===== src/rtl/brx_pkg.sv =====
package brx_pkg;

    // Position of each status flag inside the packed flag vector.
    // The order is the one decoded by cond_sel[2:1].
    typedef enum logic [1:0] {
        FLG_NEG = 2'd0,
        FLG_OVF = 2'd1,
        FLG_CRY = 2'd2,
        FLG_ZRO = 2'd3
    } flag_idx_e;

    localparam int FLAG_CNT = 4;

    // Target adder variants
    localparam int ADD_FULL  = 0;
    localparam int ADD_SPLIT = 1;

endpackage


===== src/rtl/brx_cond_eval.sv =====
module brx_cond_eval
    import brx_pkg::*;
(
    input  logic [2:0]          cond_sel,
    input  logic [FLAG_CNT-1:0] flags,
    output logic                cond_true
);

    flag_idx_e flag_pick;
    logic      want_set;
    logic      flag_val;

    always_comb begin
        flag_pick = flag_idx_e'(cond_sel[2:1]);
        want_set  = cond_sel[0];
        flag_val  = flags[flag_pick];
        cond_true = (flag_val == want_set);
    end

endmodule


===== src/rtl/brx_target_add.sv =====
module brx_target_add
    import brx_pkg::*;
#(
    parameter int PC_W      = 16,
    parameter int OFS_W     = 8,
    parameter int ADD_STYLE = ADD_SPLIT
) (
    input  logic [PC_W-1:0]  base_pc,
    input  logic [OFS_W-1:0] disp,
    output logic [PC_W-1:0]  sum_pc
);

    localparam int HI_W = PC_W - OFS_W;

    generate
        if (ADD_STYLE == ADD_FULL) begin : g_full
            logic [PC_W-1:0] disp_ext;
            always_comb begin
                disp_ext = {{HI_W{disp[OFS_W-1]}}, disp};
                sum_pc   = base_pc + disp_ext;
            end
        end else begin : g_split
            // Low part add, then a +1/-1/0 adjust of the upper part
            logic [OFS_W:0]  low_sum;
            logic [HI_W-1:0] hi_base;
            logic [HI_W-1:0] hi_adj;
            logic            lo_carry;
            logic            disp_neg;
            always_comb begin
                low_sum  = {1'b0, base_pc[OFS_W-1:0]} + {1'b0, disp};
                lo_carry = low_sum[OFS_W];
                disp_neg = disp[OFS_W-1];
                hi_base  = base_pc[PC_W-1:OFS_W];
                if (lo_carry && !disp_neg) begin
                    hi_adj = hi_base + {{(HI_W-1){1'b0}}, 1'b1};
                end else if (!lo_carry && disp_neg) begin
                    hi_adj = hi_base - {{(HI_W-1){1'b0}}, 1'b1};
                end else begin
                    hi_adj = hi_base;
                end
                sum_pc = {hi_adj, low_sum[OFS_W-1:0]};
            end
        end
    endgenerate

endmodule


===== src/rtl/brx_branch_unit.sv =====
module brx_branch_unit
    import brx_pkg::*;
#(
    parameter int PC_W      = 16,
    parameter int OFS_W     = 8,
    parameter int ADD_STYLE = ADD_SPLIT
) (
    input  logic             clk,
    input  logic             rst_n,
    input  logic             in_valid,
    input  logic [2:0]       cond_sel,
    input  logic             flag_n,
    input  logic             flag_v,
    input  logic             flag_z,
    input  logic             flag_c,
    input  logic [PC_W-1:0]  next_pc,
    input  logic [OFS_W-1:0] offset,
    output logic             out_valid,
    output logic             taken,
    output logic [PC_W-1:0]  target
);

    localparam int SPAN = 1 << OFS_W;
    localparam logic [PC_W-1:0] HALF_SPAN = PC_W'(SPAN / 2);
    localparam logic [PC_W-1:0] FULL_SPAN = PC_W'(SPAN);

    typedef struct packed {
        logic            vld;
        logic            tkn;
        logic [PC_W-1:0] tgt;
    } stage_t;

    stage_t st_d, st_q;

    logic [FLAG_CNT-1:0] flag_vec;
    logic                cond_hit;
    logic [PC_W-1:0]     moved_pc;

    always_comb begin
        flag_vec          = '0;
        flag_vec[FLG_NEG] = flag_n;
        flag_vec[FLG_OVF] = flag_v;
        flag_vec[FLG_CRY] = flag_c;
        flag_vec[FLG_ZRO] = flag_z;
    end

    brx_cond_eval u_cond (
        .cond_sel (cond_sel),
        .flags    (flag_vec),
        .cond_true(cond_hit)
    );

    brx_target_add #(
        .PC_W     (PC_W),
        .OFS_W    (OFS_W),
        .ADD_STYLE(ADD_STYLE)
    ) u_add (
        .base_pc(next_pc),
        .disp   (offset),
        .sum_pc (moved_pc)
    );

    always_comb begin
        st_d     = st_q;
        st_d.vld = in_valid;
        if (in_valid) begin
            st_d.tkn = cond_hit;
            st_d.tgt = cond_hit ? moved_pc : next_pc;
        end
    end

    always_ff @(posedge clk) begin
        if (!rst_n) begin
            st_q <= '0;
        end else begin
            st_q <= st_d;
        end
    end

    assign out_valid = st_q.vld;
    assign taken     = st_q.tkn;
    assign target    = st_q.tgt;

    // a request produces a result strobe on the next edge
    p_valid_follows_r2: assert property (@(posedge clk) disable iff (!rst_n)
        in_valid |=> out_valid);

    // no strobe without a request
    p_no_spurious_valid_r2: assert property (@(posedge clk) disable iff (!rst_n)
        !in_valid |=> !out_valid);

    // idle cycles leave the result untouched
    p_hold_idle_r9: assert property (@(posedge clk) disable iff (!rst_n)
        !in_valid |=> ($stable(taken) && $stable(target)));

    // a branch that is not taken falls through
    p_fallthrough_r5: assert property (@(posedge clk) disable iff (!rst_n)
        in_valid |=> (taken || (target == $past(next_pc))));

    // a taken target lies within the signed displacement range
    p_disp_range_r4: assert property (@(posedge clk) disable iff (!rst_n)
        in_valid |=> (!taken ||
            (PC_W'(target - $past(next_pc) + HALF_SPAN) < FULL_SPAN)));

    // carry-set code with carry high is taken
    p_carry_set_r3: assert property (@(posedge clk) disable iff (!rst_n)
        (in_valid && cond_sel == 3'b101 && flag_c) |=> taken);

    // zero-clear code with zero high is not taken
    p_zero_clear_r3: assert property (@(posedge clk) disable iff (!rst_n)
        (in_valid && cond_sel == 3'b110 && flag_z) |=> !taken);

endmodule


===== config.mk =====
export PLATFORM = sky130hd
export DESIGN_NAME = brx_branch_unit
export DESIGN_NICKNAME = d
export VERILOG_FILES = /design/src/rtl/brx_pkg.sv /design/src/rtl/brx_cond_eval.sv /design/src/rtl/brx_target_add.sv /design/src/rtl/brx_branch_unit.sv
export SDC_FILE = /design/constraint.sdc
export NUM_CORES = 1
export LEC_CHECK = 0
export BUFFER_PORTS_ARGS = -buffer_cell sky130_fd_sc_hd__buf_4
export CAP_MARGIN = 10
export CORE_MARGIN = 3
export CORE_UTILIZATION = 50
export CTS_CLUSTER_SIZE = 20
export DETAILED_ROUTE_END_ITERATION = 6
export GPL_TIMING_DRIVEN = 0
export PLACE_DENSITY = 0.79
export SYNTH_ARGS = -nofsm -noshare
export SYNTH_HDL_FRONTEND = slang
export SYNTH_SLANG_ARGS = --single-unit

===== constraint.sdc =====
create_clock -name clk -period 3.1 [get_ports clk]
set_input_delay 0.62 -clock clk [delete_from_list [all_inputs] [get_ports clk]]
set_output_delay 0.62 -clock clk [all_outputs]
set_load 0.03 [all_outputs]

==> results of run 1 <==
Yosys cell counts (4+ instances only):
cell type,n
a211oi_1,5
a21oi_1,13
a31oi_1,5
and3_1,4
dfxtp_1,18
ha_1,10
inv_1,7
nand2_1,11
nand3_1,17
nor2_1,12
nor3_1,9
nor4_1,7
o21a_1,4
o21ai_0,13
o21ai_1,8
stage by stage:
stage          total power, mW  utilization, %  setup WS [ns]  area (um^2)
2_1_floorplan            0.487               -          0.517         1540
3_3_place_gp             0.600            68.6          0.210         1960
3_5_place_dp             0.604            68.6          0.172         1960
4_1_cts                  0.757            69.9          0.477         1990
5_1_grt                  0.803            69.9          0.300         1990
6_report                 0.758            69.9          0.480         1990
flip-flops by register name, summed over array words and instances (netlist names):
signal and count:
target 16, out_valid 1, taken 1
cells by family (layout without fill, tap and decap cells):
family	after synthesis	in the layout	synth area share, %
AND/OR/NAND/NOR	78	78	28.3
multiplexers	3	3	2.76
AO/OA/AOI/OAI	66	66	27.4
buffers and inverters	17	71	5.59
flip-flops	18	18	23.3
XOR/XNOR	4	4	3.24
adder cells (fa/ha/maj)	11	11	9.40
layout make-up:
| class | count | area share (%) |
|---|---|---|
| Timing Repair Buffer | 50 | 18.8 |
| Buffer | 9 | 2.82 |
| Clock buffer | 4 | 1.82 |
| Inverter | 8 | 1.51 |
| Sequential cell | 18 | 18.1 |
| Tap cell | 31 | 1.94 |
| Multi-Input combinational cell | 162 | 55.0 |
cell usage in the layout (no fill, tap or decap), types with 7 or more instances in the layout:
cell type | netlist | layout
ha_1 | 10 | 10
inv_1 | 7 | 7
buf_4 | 1 | 51
nor3_1 | 9 | 9
nand3_1 | 17 | 17
o21ai_0 | 13 | 13
nor4_1 | 7 | 7
nand2_1 | 11 | 11
dfxtp_1 | 18 | 18
o21ai_1 | 8 | 8
nor2_1 | 12 | 12
a21oi_1 | 13 | 13
path summary, 6_finish.rpt:
path              startpoint         end  cells past startpoint
setup / recovery   offset[0]  target[15]                      8
hold / removal     target[2]   target[2]                      2
hold reg to reg    target[2]   target[2]                      2
setup reg to reg  target[10]  target[10]                      3
power by group:
| part | total, mW | switching [mW] | leakage (nW) | internal (mW) |
|---|---|---|---|---|
| sequential | 0.265 | 0.0110 | 0.150 | 0.254 |
| combinational | 0.337 | 0.197 | 0.703 | 0.141 |
| clock | 0.156 | 0.0846 | 0.0210 | 0.0715 |
| total | 0.758 | 0.292 | 0.873 | 0.466 |
metal layers:
| metal | track usage (%) | wire length [um] | up-vias |
|---|---|---|---|
| met5 | 0 | 0 | - |
| met4 | 5.76 | 51 | 0 |
| met3 | 2.73 | 309 | 4 |
| met2 | 36.8 | 2030 | 73 |
| met1 | 33.8 | 1990 | 795 |
| li1 | - | - | 864 |
worst min-delay path, cell delays in order, from the launching register on:
cell and delay, ns:
dfxtp_1 0.33, nand2_1 0.06, a21oi_1 0.05
==> metrics.md, run 1 <==
| Metric | Value |
|---|---|
| YS warnings | `0` |
| Layout area overhead | `29.2%` |
| Cells after Synth | `between 150 and 200` |
| CTS sink cnt | `18` |
| Final worst-path cycle share | `between 80 and 90%` |
| Leakage | `~0.87 nW` |
| CP delay by family, top | `compound AO/OA/AOI/OAI gates` |
| Max incr delay on CP | `about 0.60 ns` |
| Slowest CP cell | `a2111oi_0` |
| Vias per inst | `approximately 6.2` |
| Multi-input logic area | `around 1100 um^2` |
| CP Launch Type | `primary input` |
| H-tree levels | `1` |
| Synth top area share | `a little under a quarter` |
| Async SR Flop Fraction | `0%` |
| Max_slew headroom | `about three fifths` |
| Initial core utilization | `54.1%` |
| Final Max Slew Viols | `0` |
| Final antenna-violating net count | `0` |
| Global Route Usage Sum | `approximately a quarter` |
| Die area | `between 3000 and 4000 um^2` |
| Clk root buf | `clkbuf_4` |
| First-pass GRT wire length | `slightly below 7000 um` |
| Sequential element share of the synthesized area | `a little under a quarter` |
| Vias | `1736` |
| Peak VDD IR | `0.000197 V` |
| Register Area | `360 um^2` |
| Hpwl dp | `3320 um` |
| Status | `finished clean` |
| CP Class | `primary input to flop` |
| Distinct cells, synth | `46` |
| Post-Layout Cell Count | `~280` |
| I/O Buffers | `50` |
| Clk_lat worst skew | `roughly 0.29 ns` |
| Vias in the first global route | `1468` |
| Die Y | `a little over 60 um` |
| Share of post-route cells with drive strength above 1 | `between 20% and 30%` |
| Hold Crit Class | `flop to flop` |
| FILL cells | `between 200 and 300` |
| Cell Chain, Critical Path | `buf_4, ha_1, fa_1, a211oi_2, o21ai_2, a2111oi_0, or3_1, nand3_1` |
| Post-CTS Resized | `0` |
| Mean Syn Cell Area | `between 7 and 8 um^2` |
| Crit end category | `flop` |
| Setup TNS | `0 ns` |
| RD Place Congestion | `just over 0.9` |
| Syn Nets | `approximately 240` |
| Congestion Overflow GR | `0` |
| Area leader, netlist | `dfxtp_1` |
| Ant diodes | `0` |
| Drt first-iter violations | `between 70 and 80` |
| # nets final | `approximately 300` |
| TritonCTS clock tree | `yes` |
| Required time worst endpoint | `about 3.3 ns` |
| WP data arrival | `around 2.8 ns` |
| Max-cap violations | `0` |
| Drt wl/cell | `15.5 um` |
| CP Max Fanout | `8` |
| Die Wd | `between 60 and 70 um` |
| Synth top area cells | `dfxtp_1 (23%), ha_1 (8.1%), nand3_1 (5.5%)` |
| Post-synth EDFFs | `0` |
| Core area | `roughly 2900 um^2` |
| CTS buffer count | `3` |
| RSZ-0062 raised after global routing | `no` |
| Dominant synthesized flop cell | `dfxtp_1` |
| Worst hold margin | `0.473 ns` |
| Buf+Inv Stages, Crit Path | `1` |
| Synth Register Bits | `18` |
| CTS Buffer Depth | `2` |
| Placed insts | `between 200 and 300` |
| Largest net degree at the start of global routing | `11` |
| Fmax | `roughly 380 MHz` |
| Drt pass-1 iters | `4` |
| Post-synthesis instance area | `1540 um^2` |
| Post-CTS setup buffer count | `0` |
| Total wire length | `4380 um` |
| CTS hold repair buffers | `0` |
| DRC | `0` |
| Fin crit period | `between 2 and 3 ns` |
| Power Dens Cells | `between 300 and 400 nW/um^2` |
| Reg-to-reg slack, setup | `approximately 2.1 ns` |
| Hold Fails Final Rpt | `0` |
| Worst slew pin tran | `0.559 ns` |
| Standard-cell rows | `19` |
| Final setup fails | `0` |
| Clk pin slew, worst setup/hold paths | `approximately 0.12 ns` |
| Initial antenna violation count | `0` |
| Worst Skew | `0 ns` |
| Io pins | `52` |
Power figures use the tool's default switching activity.
==> run 2, diff against run 1 <==
--- a/config.mk
+++ b/config.mk
@@ -8,11 +8,11 @@
 export BUFFER_PORTS_ARGS = -buffer_cell sky130_fd_sc_hd__buf_4
 export CAP_MARGIN = 10
 export CORE_MARGIN = 3
-export CORE_UTILIZATION = 50
+export CORE_UTILIZATION = 46
 export CTS_CLUSTER_SIZE = 20
 export DETAILED_ROUTE_END_ITERATION = 6
 export GPL_TIMING_DRIVEN = 0
-export PLACE_DENSITY = 0.79
+export PLACE_DENSITY = 0.77
 export SYNTH_ARGS = -nofsm -noshare
 export SYNTH_HDL_FRONTEND = slang
 export SYNTH_SLANG_ARGS = --single-unit
==> constraint.sdc (replaced) <==
create_clock -name clk -period 2.3 [get_ports clk]
set_input_delay 0.46 -clock clk [delete_from_list [all_inputs] [get_ports clk]]
set_output_delay 0.46 -clock clk [all_outputs]
set_load 0.03 [all_outputs]
==> run 2 against run 1 <==
Effect of this change: sequential share of layout area shrank 0.64 points; largest cell class unchanged; critical path depth unchanged; combinational power increased by 41%; register-to-register slack worse by 0.81 ns; non-clock buffer count up 3; clock power up 3%; largest power group unchanged; first-iteration DRC count rose by 73%; power grew 31%; utilization is 3.8 points lower; cell count up 5.3%; critical endpoint is now target[14]; highest routed layer unchanged; clock skew is the same; via count is 1.8% higher.
==> metrics.md, run 2 (same netlist as run 1, synthesis figures left out) <==
| Metric | Value |
|---|---|
| Crit end category | `flop (unchanged)` |
| Slowest CP cell | `fa_2 (was a2111oi_0)` |
| First-pass GRT wire length | `7230 um (was 6730 um)` |
| Max reg flops | `16 (unchanged)` |
| Switching share of power | `39.0% (was 38.5%)` |
| Drt first-iter violations | `137 (was 79)` |
| Clock network power share | `16.2% (was 20.6%)` |
| CTS Buffer Depth | `2 (unchanged)` |
| Clk pin slew, worst setup/hold paths | `0.11 ns (was 0.12 ns)` |
| Hold Crit Class | `primary input to flop (was flop to flop)` |
| Status | `finished clean (unchanged)` |
| CP Launch Type | `primary input (unchanged)` |
| Worst R2R Start | `target[14] (was target[10])` |
| Peak VDD IR | `0.000395 V (was 0.000197 V)` |
| Clk root buf | `clkbuf_4 (unchanged)` |
| Sw power | `388 uW (was 292 uW)` |
| Final Max Slew Viols | `0 (unchanged)` |
| Max incr delay on CP | `0.42 ns (was 0.60 ns)` |
| Standard-cell rows | `20 (was 19)` |
| Leakage | `0.883 nW (was 0.873 nW)` |
| Most common cell after layout, fill and taps aside | `buf_4 (unchanged)` |
| CTS hold repair buffers | `0 (unchanged)` |
| Worst hold margin | `0.451 ns (was 0.473 ns)` |
| H-tree levels | `1 (unchanged)` |
| WP data arrival | `2.39 ns (was 2.81 ns)` |
| Global Route Usage Sum | `21.7% (was 23.4%)` |
| Die Y | `63.9 um (was 61.6 um)` |
| CTS sink cnt | `18 (unchanged)` |
| P_int | `605 uW (was 466 uW)` |
| Initial antenna violation count | `0 (unchanged)` |
| Congestion Overflow GR | `0 (unchanged)` |
| Total power | `993 uW (was 758 uW)` |
| Drt wl/cell | `14.6 um (was 15.5 um)` |
| Layout area overhead | `34.0% (was 29.2%)` |
| Final setup fails | `0 (unchanged)` |
| Reg-to-reg slack, setup | `1.33 ns (was 2.14 ns)` |
| Reg2reg path depth | `3 (unchanged)` |
| Final antenna-violating net count | `0 (unchanged)` |
| DRC | `0 (unchanged)` |
| Vias per inst | `5.95 (was 6.16)` |
| Vias | `1768 (was 1736)` |
| RD Place Congestion | `0.866 (was 0.923)` |
| WP depth | `8 (unchanged)` |
| Final Util | `66.1% (was 69.9%)` |
| CTS buffer count | `3 (unchanged)` |
| Hold Fails Final Rpt | `0 (unchanged)` |
| Hpwl dp | `3270 um (was 3320 um)` |
| Io pins | `52 (unchanged)` |
| Largest net degree at the start of global routing | `11 (unchanged)` |
| Worst Skew | `0 ns (unchanged)` |
| # nets final | `300 (was 297)` |
| Power Dens Cells | `480 nW/um^2 (was 380 nW/um^2)` |
| Max_slew headroom | `53.3% (was 61.7%)` |
| Ant diodes | `0 (unchanged)` |
| Initial core utilization | `49.4% (was 54.1%)` |
| Die area | `4090 um^2 (was 3790 um^2)` |
| Total wire length | `4340 um (was 4380 um)` |
| TritonCTS clock tree | `yes (unchanged)` |
| Cell Chain, Critical Path | `buf_4, ha_4, fa_2, a211oi_4, o21ai_4, a211oi_2, nor3_1, or3b_1 (was buf_4, ha_1, fa_1, a211oi_2, o21ai_2, a2111oi_0, or3_1, nand3_1)` |
| Buf+Inv Stages, Crit Path | `1 (unchanged)` |
| Drt pass-1 iters | `4 (unchanged)` |
| Setup TNS | `0 ns (unchanged)` |
| Setup crit end | `target[14] (was target[15])` |
| Final worst-path cycle share | `between 90 and 100%` |
| Max-cap violations | `0 (unchanged)` |
| CP delay by family, top | `compound AO/OA/AOI/OAI gates (unchanged)` |
| Core area | `3130 um^2 (was 2850 um^2)` |
| Worst slew pin tran | `0.695 ns (was 0.559 ns)` |
| Crit. Startpoint | `next_pc[0] (was offset[0])` |
| Sequential Power Share | `36.1% (was 35.0%)` |
| Vias in the first global route | `1582 (was 1468)` |
| I/O Buffers | `50 (unchanged)` |
| Share of post-route cells with drive strength above 1 | `29.6% (was 27.1%)` |
| Required time worst endpoint | `2.49 ns (was 3.29 ns)` |
| Fmax | `around 450 MHz` |
| Most frequent cells in the layout | `buf_4 (54), dfxtp_1 (18), nand3_1 (17) (was buf_4 (51), dfxtp_1 (18), nand3_1 (17))` |
| Worst hold start | `next_pc[0] (was target[2])` |
| Clk_lat worst skew | `0.29 ns (about the same)` |
| Fin crit period | `about 2.2 ns` |
| CP Class | `primary input to flop (unchanged)` |
| Die Wd | `63.9 um (was 61.6 um)` |
| Worst R2R End | `target[14] (was target[10])` |
| CP Max Fanout | `7 (was 8)` |
| Combinational Power Share | `47.8% (was 44.5%)` |
[run 2: cell count changes in the layout (fill, tap and decap cells not counted), sizes merged]
cell	change
buf	+3
clkbuf	-1
[run 2: layer usage]
metal	GRT usage (%)	vias up	wire [um]
li1	-	871	-
met1	29.9	813	1960
met2	33.7	80	1980
met3	5.10	4	376
met4	5.93	0	27
met5	0	-	0
[run 2: through the flow]
| stage | cells | setup WS [ns] | area, um^2 |
|---|---|---|---|
| 5_1_grt | 297 | -0.000288 | 2070 |
| 6_report | 297 | 0.102 | 2070 |
| 2_1_floorplan | 197 | 0.0218 | 1550 |
| 3_5_place_dp | 291 | -0.308 | 1980 |
| 4_1_cts | 294 | 0.00936 | 2010 |
| 3_3_place_gp | 291 | -0.304 | 1980 |
[run 2: layout make-up]
cell class	count	area [um^2]
repair buffers	53	398
inverters	8	30.0
multi-input cells	162	1150
well taps	44	55.1
flip-flops and latches	18	360
clock buffers	3	22.5
fillers	301	1060
plain buffers	9	56.3
[run 2: worst min-delay path by stage]
stage | end | slack (ns) | cells after the start
2_1_floorplan | target[2] | 0.59 | 2
3_3_place_gp | target[2] | 0.46 | 2
3_5_place_dp | target[2] | 0.46 | 2
4_1_cts | target[0] | 0.43 | 3
5_1_grt | target[0] | 0.45 | 3
6_report | target[0] | 0.45 | 3
[run 2: what timing repair did]
| action | in CTS | in global routing |
|---|---|---|
| resized for setup | 0 | 8 |
| hold endpoints to repair | 0 | 0 |
| buffers inserted | 0 | 3 |
| endpoints found under the setup margin | 0 | 7 |
[run 2: power by group through the flow]
| stage | clock network [mW] | registers, mW | logic, mW |
|---|---|---|---|
| after CTS | 0.166 | 0.358 | 0.452 |
| after global routing | 0.183 | 0.362 | 0.517 |
| final | 0.161 | 0.358 | 0.474 |
| after detailed placement | 0 | 0.365 | 0.450 |
| after global placement | 0 | 0.365 | 0.447 |
| after floorplan | 0 | 0.424 | 0.234 |
[run 2: tightest hold or removal path, cell delays in order]
cell,delay [ns]
buf_4,0.12
nand2_1,0.05
a311oi_1,0.07
